[src/rtl/mrf_pkg.sv]
package mrf_pkg;
    localparam int AW        = 18;
    localparam int DW        = 60;
    localparam int NREG      = 8;
    localparam int IW        = $clog2(NREG);
    localparam int LOAD_LAST = 5;

    typedef enum logic [1:0] {
        BANK_A = 2'd0,
        BANK_B = 2'd1,
        BANK_X = 2'd2,
        BANK_N = 2'd3
    } bank_e;

    typedef struct packed {
        logic          wr;
        logic [IW-1:0] idx;
        logic [AW-1:0] addr;
        logic [DW-1:0] data;
    } mreq_t;
endpackage

[src/rtl/mrf_req_fifo.sv]
module mrf_req_fifo
    import mrf_pkg::*;
#(
    parameter int DEPTH = 4
) (
    input  logic  clk,
    input  logic  rst_n,
    input  logic  push,
    input  mreq_t push_entry,
    input  logic  pop,
    output mreq_t head,
    output logic  empty,
    output logic  full
);
    localparam int PW = (DEPTH > 1) ? $clog2(DEPTH) : 1;
    localparam int CW = $clog2(DEPTH + 1);

    typedef struct packed {
        mreq_t [DEPTH-1:0] slot;
        logic  [PW-1:0]    wp;
        logic  [PW-1:0]    rp;
        logic  [CW-1:0]    cnt;
    } fifo_st_t;

    fifo_st_t st_d, st_q;

    assign head  = st_q.slot[st_q.rp];
    assign empty = (st_q.cnt == '0);
    assign full  = (st_q.cnt == CW'(DEPTH));

    always_comb begin
        st_d = st_q;
        if (push) begin
            st_d.slot[st_q.wp] = push_entry;
            st_d.wp = (st_q.wp == PW'(DEPTH - 1)) ? '0 : st_q.wp + 1'b1;
        end
        if (pop) begin
            st_d.rp = (st_q.rp == PW'(DEPTH - 1)) ? '0 : st_q.rp + 1'b1;
        end
        st_d.cnt = st_q.cnt + CW'(push) - CW'(pop);
    end

    always_ff @(posedge clk) begin
        if (!rst_n) st_q <= '0;
        else        st_q <= st_d;
    end

    p_no_push_full_r9: assert property (@(posedge clk) disable iff (!rst_n)
        full |-> !push);
    p_no_pop_empty_r8: assert property (@(posedge clk) disable iff (!rst_n)
        empty |-> !pop);
endmodule

[src/rtl/mrf_mem_seq.sv]
module mrf_mem_seq
    import mrf_pkg::*;
(
    input  logic          clk,
    input  logic          rst_n,
    input  logic          q_empty,
    input  mreq_t         q_head,
    output logic          q_pop,
    output logic          mem_req_valid,
    input  logic          mem_req_ready,
    output logic          mem_req_write,
    output logic [AW-1:0] mem_req_addr,
    output logic [DW-1:0] mem_req_wdata,
    input  logic          mem_rsp_valid,
    output logic          rsp_fire,
    output logic [IW-1:0] rsp_idx
);
    typedef struct packed {
        logic          waiting;
        logic [IW-1:0] idx;
    } seq_st_t;

    seq_st_t st_d, st_q;

    assign mem_req_valid = !st_q.waiting && !q_empty;
    assign mem_req_write = q_head.wr;
    assign mem_req_addr  = q_head.addr;
    assign mem_req_wdata = q_head.data;
    assign q_pop         = mem_req_valid && mem_req_ready;
    assign rsp_fire      = st_q.waiting && mem_rsp_valid;
    assign rsp_idx       = st_q.idx;

    always_comb begin
        st_d = st_q;
        if (q_pop && !q_head.wr) begin
            st_d.waiting = 1'b1;
            st_d.idx     = q_head.idx;
        end else if (rsp_fire) begin
            st_d.waiting = 1'b0;
        end
    end

    always_ff @(posedge clk) begin
        if (!rst_n) st_q <= '0;
        else        st_q <= st_d;
    end

    p_req_hold_r11: assert property (@(posedge clk) disable iff (!rst_n)
        (mem_req_valid && !mem_req_ready) |=> (mem_req_valid
            && $stable(mem_req_addr) && $stable(mem_req_write) && $stable(mem_req_wdata)));
    p_one_outstanding_r8: assert property (@(posedge clk) disable iff (!rst_n)
        (mem_req_valid && mem_req_ready && !mem_req_write) |=> !mem_req_valid);
endmodule

[src/rtl/mrf_regbank.sv]
module mrf_regbank
    import mrf_pkg::*;
#(
    parameter int QDEPTH = 4
) (
    input  logic            clk,
    input  logic            rst_n,
    input  logic            wr_en,
    input  logic [1:0]      wr_bank,
    input  logic [IW-1:0]   wr_idx,
    input  logic [DW-1:0]   wr_data,
    input  logic [1:0]      rd_bank,
    input  logic [IW-1:0]   rd_idx,
    output logic [DW-1:0]   rd_data,
    output logic            rd_busy,
    output logic [NREG-1:0] x_busy,
    input  logic            stall,
    input  logic            rsp_fire,
    input  logic [IW-1:0]   rsp_idx,
    input  logic [DW-1:0]   rsp_data,
    output logic            push,
    output mreq_t           push_entry
);
    localparam int CW = $clog2(QDEPTH + 2);

    typedef struct packed {
        logic [NREG-1:0][AW-1:0] a;
        logic [NREG-1:0][AW-1:0] b;
        logic [NREG-1:0][DW-1:0] x;
        logic [NREG-1:0][CW-1:0] pend;
        logic [NREG-1:0][CW-1:0] kill;
    } rb_st_t;

    rb_st_t st_d, st_q;
    logic   a_wr, trig, is_load;

    assign a_wr    = wr_en && (wr_bank == BANK_A);
    assign trig    = a_wr && (wr_idx != '0) && !stall;
    assign is_load = (32'(wr_idx) <= LOAD_LAST);

    assign push            = trig;
    assign push_entry.wr   = !is_load;
    assign push_entry.idx  = wr_idx;
    assign push_entry.addr = wr_data[AW-1:0];
    assign push_entry.data = st_q.x[wr_idx];

    always_comb begin
        st_d = st_q;
        if (a_wr && ((wr_idx == '0) || !stall)) st_d.a[wr_idx] = wr_data[AW-1:0];
        if (wr_en && (wr_bank == BANK_B) && (wr_idx != '0)) st_d.b[wr_idx] = wr_data[AW-1:0];
        for (int i = 0; i < NREG; i++) begin
            logic rsp_i, dir_i, ld_i;
            logic [CW-1:0] pend_left;
            rsp_i = rsp_fire && (rsp_idx == IW'(i));
            dir_i = wr_en && (wr_bank == BANK_X) && (wr_idx == IW'(i));
            ld_i  = trig && is_load && (wr_idx == IW'(i));
            pend_left = st_q.pend[i] - CW'(rsp_i);
            st_d.pend[i] = pend_left + CW'(ld_i);
            if (dir_i) begin
                st_d.x[i]    = wr_data;
                st_d.kill[i] = pend_left;
            end else if (rsp_i) begin
                if (st_q.kill[i] != '0) st_d.kill[i] = st_q.kill[i] - 1'b1;
                else                    st_d.x[i]    = rsp_data;
            end
        end
    end

    always_comb begin
        for (int i = 0; i < NREG; i++) x_busy[i] = (st_q.pend[i] > st_q.kill[i]);
        case (rd_bank)
            BANK_A:  rd_data = DW'(st_q.a[rd_idx]);
            BANK_B:  rd_data = DW'(st_q.b[rd_idx]);
            BANK_X:  rd_data = st_q.x[rd_idx];
            default: rd_data = '0;
        endcase
        rd_busy = (rd_bank == BANK_X) && x_busy[rd_idx];
    end

    always_ff @(posedge clk) begin
        if (!rst_n) st_q <= '0;
        else        st_q <= st_d;
    end

    p_b0_zero_r3: assert property (@(posedge clk) disable iff (!rst_n)
        st_q.b[0] == '0);
    p_busy_on_load_r7: assert property (@(posedge clk) disable iff (!rst_n)
        (trig && is_load) |=> x_busy[$past(wr_idx)]);
    p_direct_clears_busy_r10: assert property (@(posedge clk) disable iff (!rst_n)
        (wr_en && wr_bank == BANK_X) |=> !x_busy[$past(wr_idx)]);
endmodule

[src/rtl/addr_trig_regfile.sv]
module addr_trig_regfile
    import mrf_pkg::*;
#(
    parameter int QDEPTH = 4
) (
    input  logic        clk,
    input  logic        rst_n,
    input  logic        wr_en,
    input  logic [1:0]  wr_bank,
    input  logic [2:0]  wr_idx,
    input  logic [59:0] wr_data,
    input  logic [1:0]  rd_bank,
    input  logic [2:0]  rd_idx,
    output logic [59:0] rd_data,
    output logic        rd_busy,
    output logic [7:0]  x_busy,
    output logic        stall,
    output logic        mem_req_valid,
    input  logic        mem_req_ready,
    output logic        mem_req_write,
    output logic [17:0] mem_req_addr,
    output logic [59:0] mem_req_wdata,
    input  logic        mem_rsp_valid,
    input  logic [59:0] mem_rsp_rdata
);
    logic          push, pop, q_empty, q_full, rsp_fire;
    logic [IW-1:0] rsp_idx;
    mreq_t         push_entry, q_head;

    assign stall = q_full;

    mrf_regbank #(.QDEPTH(QDEPTH)) u_bank (
        .clk(clk), .rst_n(rst_n),
        .wr_en(wr_en), .wr_bank(wr_bank), .wr_idx(wr_idx), .wr_data(wr_data),
        .rd_bank(rd_bank), .rd_idx(rd_idx), .rd_data(rd_data), .rd_busy(rd_busy),
        .x_busy(x_busy), .stall(q_full),
        .rsp_fire(rsp_fire), .rsp_idx(rsp_idx), .rsp_data(mem_rsp_rdata),
        .push(push), .push_entry(push_entry)
    );

    mrf_req_fifo #(.DEPTH(QDEPTH)) u_fifo (
        .clk(clk), .rst_n(rst_n),
        .push(push), .push_entry(push_entry), .pop(pop),
        .head(q_head), .empty(q_empty), .full(q_full)
    );

    mrf_mem_seq u_seq (
        .clk(clk), .rst_n(rst_n),
        .q_empty(q_empty), .q_head(q_head), .q_pop(pop),
        .mem_req_valid(mem_req_valid), .mem_req_ready(mem_req_ready),
        .mem_req_write(mem_req_write), .mem_req_addr(mem_req_addr),
        .mem_req_wdata(mem_req_wdata), .mem_rsp_valid(mem_rsp_valid),
        .rsp_fire(rsp_fire), .rsp_idx(rsp_idx)
    );
endmodule

[config.mk]
export PLATFORM = sky130hd
export DESIGN_NAME = addr_trig_regfile
export DESIGN_NICKNAME = d
export VERILOG_FILES = /design/src/rtl/mrf_pkg.sv /design/src/rtl/mrf_req_fifo.sv /design/src/rtl/mrf_mem_seq.sv /design/src/rtl/mrf_regbank.sv /design/src/rtl/addr_trig_regfile.sv
export SDC_FILE = /design/constraint.sdc
export NUM_CORES = 2
export LEC_CHECK = 0
export BUFFER_PORTS_ARGS = -buffer_cell sky130_fd_sc_hd__buf_4
export CAP_MARGIN = 15
export CELL_PAD_IN_SITES_DETAIL_PLACEMENT = 0
export CELL_PAD_IN_SITES_GLOBAL_PLACEMENT = 1
export CORE_UTILIZATION = 45
export CTS_BUF_LIST = sky130_fd_sc_hd__clkbuf_2 sky130_fd_sc_hd__clkbuf_4 sky130_fd_sc_hd__clkbuf_8
export DETAILED_ROUTE_END_ITERATION = 10
export PLACE_DENSITY = 0.76
export SKIP_CTS_REPAIR_TIMING = 1
export SYNTH_ARGS = -nofsm -noshare
export SYNTH_HDL_FRONTEND = slang
export SYNTH_SLANG_ARGS = --single-unit
[constraint.sdc]
create_clock -name clk -period 2.6 [get_ports clk]
set_input_delay 0.52 -clock clk [delete_from_list [all_inputs] [get_ports clk]]
set_output_delay 0.52 -clock clk [all_outputs]
set_load 0.05 [all_outputs]
==> out/summary.txt <==
status -> complete, but fails checks
failing checks -> setup timing
TritonCTS clock tree -> built
Finished Cell Area -> 71400 um2
via count -> 52900
fin crit share -> 133%
CP max FO -> 2
WS Path Type -> flop to output pin
max-cap violations -> 0
placed cell area -> 63800 um2
Final Max Tran Viols -> 0
Core Region -> 127000 um2
delay of the slowest cell on the worst path -> 510 ps
grt total ovfl -> 0
largest net degree at the start of global routing -> 93
final worst-path setup slack -> -851 ps
CTS Sinks -> 1155
Final setup viols -> 148
worst skew pair latency -> 950 ps
register area share after synthesis -> 40.0%
number of hold violations in the final report -> 0
Starting Density -> 45.3%
FP Rows -> 131
Lkg Pwr -> 26.4 nW
initial antenna violation count -> 13
Slew HR -> 14.1%
Clk pin slew, worst setup/hold paths -> 70 ps
depth of the most critical reg-to-reg path -> 6
asr flop ratio synth -> 0%
DR WL/cell -> 25.5 um
PwrDens -> 598 nW/um2
Post-DP HPWL -> 142000 um
worst slack, placed -> -305 ps
worst path cell trace -> ha_4, nor2b_1, o31a_1, mux4_2, a22o_4, buf_8
crit path max-delay cell type -> mux4_2
Worst VDD drop -> 0.000373 V
Tightest Hold Check Type -> input port to flop
Syn-to-layout area delta -> 23.6%
CP startpoint kind -> flop
vias in the first global route -> 49300
chip height -> 360 um
ys flop type -> dfxtp_1
commonest non-fill, non-tap cell in the layout -> nand2_1
Tot GR Track Use -> 32.6%
global-route wire length before repair -> 322000 um
Max Fclk -> 290 MHz
number of routed nets with antenna violations -> 0
unrepaired setup endpoints after global routing -> true
I/O pin count -> 285
Inserted Clock Buffers -> 194
routability cong. -> 0.896
commonest non-fill, non-tap cells in the layout -> 1283 x nand2_1, 986 x dfxtp_1, 773 x nor2_1
share of layout cells above drive strength 1 -> 26.6%
die area -> 130000 um2
final core occ -> 56.0%
Post-Synthesis Cell Area -> 57700 um2
setup_tns -> -37470 ps
DIE WIDTH -> 360 um
yosys warns -> 0
clk_skew -> 54.9 ps
vias per inst -> 6.13
CTS H-tree depth -> 4
CTS Buffer Depth -> 3
Worst EP arrival -> 2930 ps
Synth Register Bits -> 1155
Syn Inst Count -> 6537
final wirelength -> 220000 um
Tmin final -> 3450 ps
worst slew pin tran -> 1290 ps
Root Buffer -> clkbuf_8
Pre-Repair DR Iteration Count -> 6
# DRC -> 0
mean post-synth cell area -> 8.83 um2
Yosys cell types -> 65
Post-synth EDFFs -> 0
1st-iter DRT viols -> 6154
CP required -> 2080 ps
Hold Crit Depth -> 3
# port buffers -> 284
Nets -> 7022
CP Capture Type -> output pin
[kinds of logic after synthesis]
group | Yosys count | share of synthesized area, %
xor gates and xnor gates | 27 | 0.410
muxes | 669 | 18.5
DFF | 1155 | 40.0
other | 1 | 0.00649
AOI/OAI and AO/OA | 1343 | 16.2
adders and majority gates | 80 | 1.75
and+or+nand+nor | 2373 | 16.3
buffers and inverters | 889 | 6.72
[flip-flops by register name, summed over array words and instances (netlist names)]
name and flops:
u_bank.st_q 816, u_fifo.st_q 335, u_seq.rsp_idx 3, u_seq.st_q 1
[power breakdown]
| part | total (W) | internal (W) | switching, W | leakage [nW] |
|---|---|---|---|---|
| Combinational | 0.00689 | 0.00284 | 0.00406 | 14.8 |
| Sequential | 0.0185 | 0.0181 | 0.000337 | 9.41 |
| Clock | 0.0173 | 0.00946 | 0.00782 | 2.20 |
| Total | 0.0427 | 0.0304 | 0.0122 | 26.4 |
[area by class of cell]
class | instances | area [um2]
Fill cell | 11200 | 56000
Multi-Input combinational cell | 4495 | 32100
Sequential cell | 1155 | 23300
Timing Repair Buffer | 889 | 9440
Clock buffer | 309 | 3800
Tap cell | 1662 | 2080
Clock inverter | 36 | 309
Inverter | 72 | 290
Antenna cell | 12 | 30.0
[critical path: cells and delay by family (launching register included)]
kind / cells / cell delay (ps)
buf+inv: 1 / 150
fa+ha+maj: 1 / 230
mux: 1 / 510
flops: 1 / 340
compound gates: 2 / 640
simple gates: 1 / 120
[Yosys cell counts, types with 121 or more instances]
cell type  count  area (um2)
a21oi_1      378        1890
mux2i_1      316        3160
a211oi_1     240        1800
o21ai_0      138         691
buf_1        129         484
dfxtp_1     1155       23100
nand3_1      121         606
nand2_1     1291        4850
nor2_1       830        3120
buf_2        160         801
mux4_2       317        7140
clkbuf_1     437        1640
a311oi_1     365        3200
[per-stage QoR]
| step | total power [W] | hold slack [ps] | instances |
|---|---|---|---|
| floorplan | 0.0227 | 420 | 6539 |
| global placement | 0.0248 | 431 | 8104 |
| detailed placement | 0.0248 | 441 | 8104 |
| CTS | 0.0419 | -159 | 8449 |
| global route | 0.0441 | 11.9 | 8623 |
| finish | 0.0427 | 21.5 | 8630 |
[final timing paths]
path,startpoint,to,slack [ps]
hold / removal,wr_data[0],u_bank.st_q[636],20
setup / recovery,u_bank.st_q[46],rd_busy,-850
hold reg to reg,u_fifo.st_q[276],u_fifo.st_q[276],450
setup reg to reg,u_seq.st_q[3],u_bank.st_q[145],230
[metal layers]
| metal | track usage [%] | vias up | share of wire [%] |
|---|---|---|---|
| li1 | - | 23800 | - |
| met1 | 44.5 | 25800 | 41 |
| met2 | 49.3 | 2808 | 45 |
| met3 | 7.82 | 494 | 10 |
| met4 | 13.2 | 8 | 3.6 |
| met5 | 0 | - | 0.024 |
(Power assumes the default switching activity.)
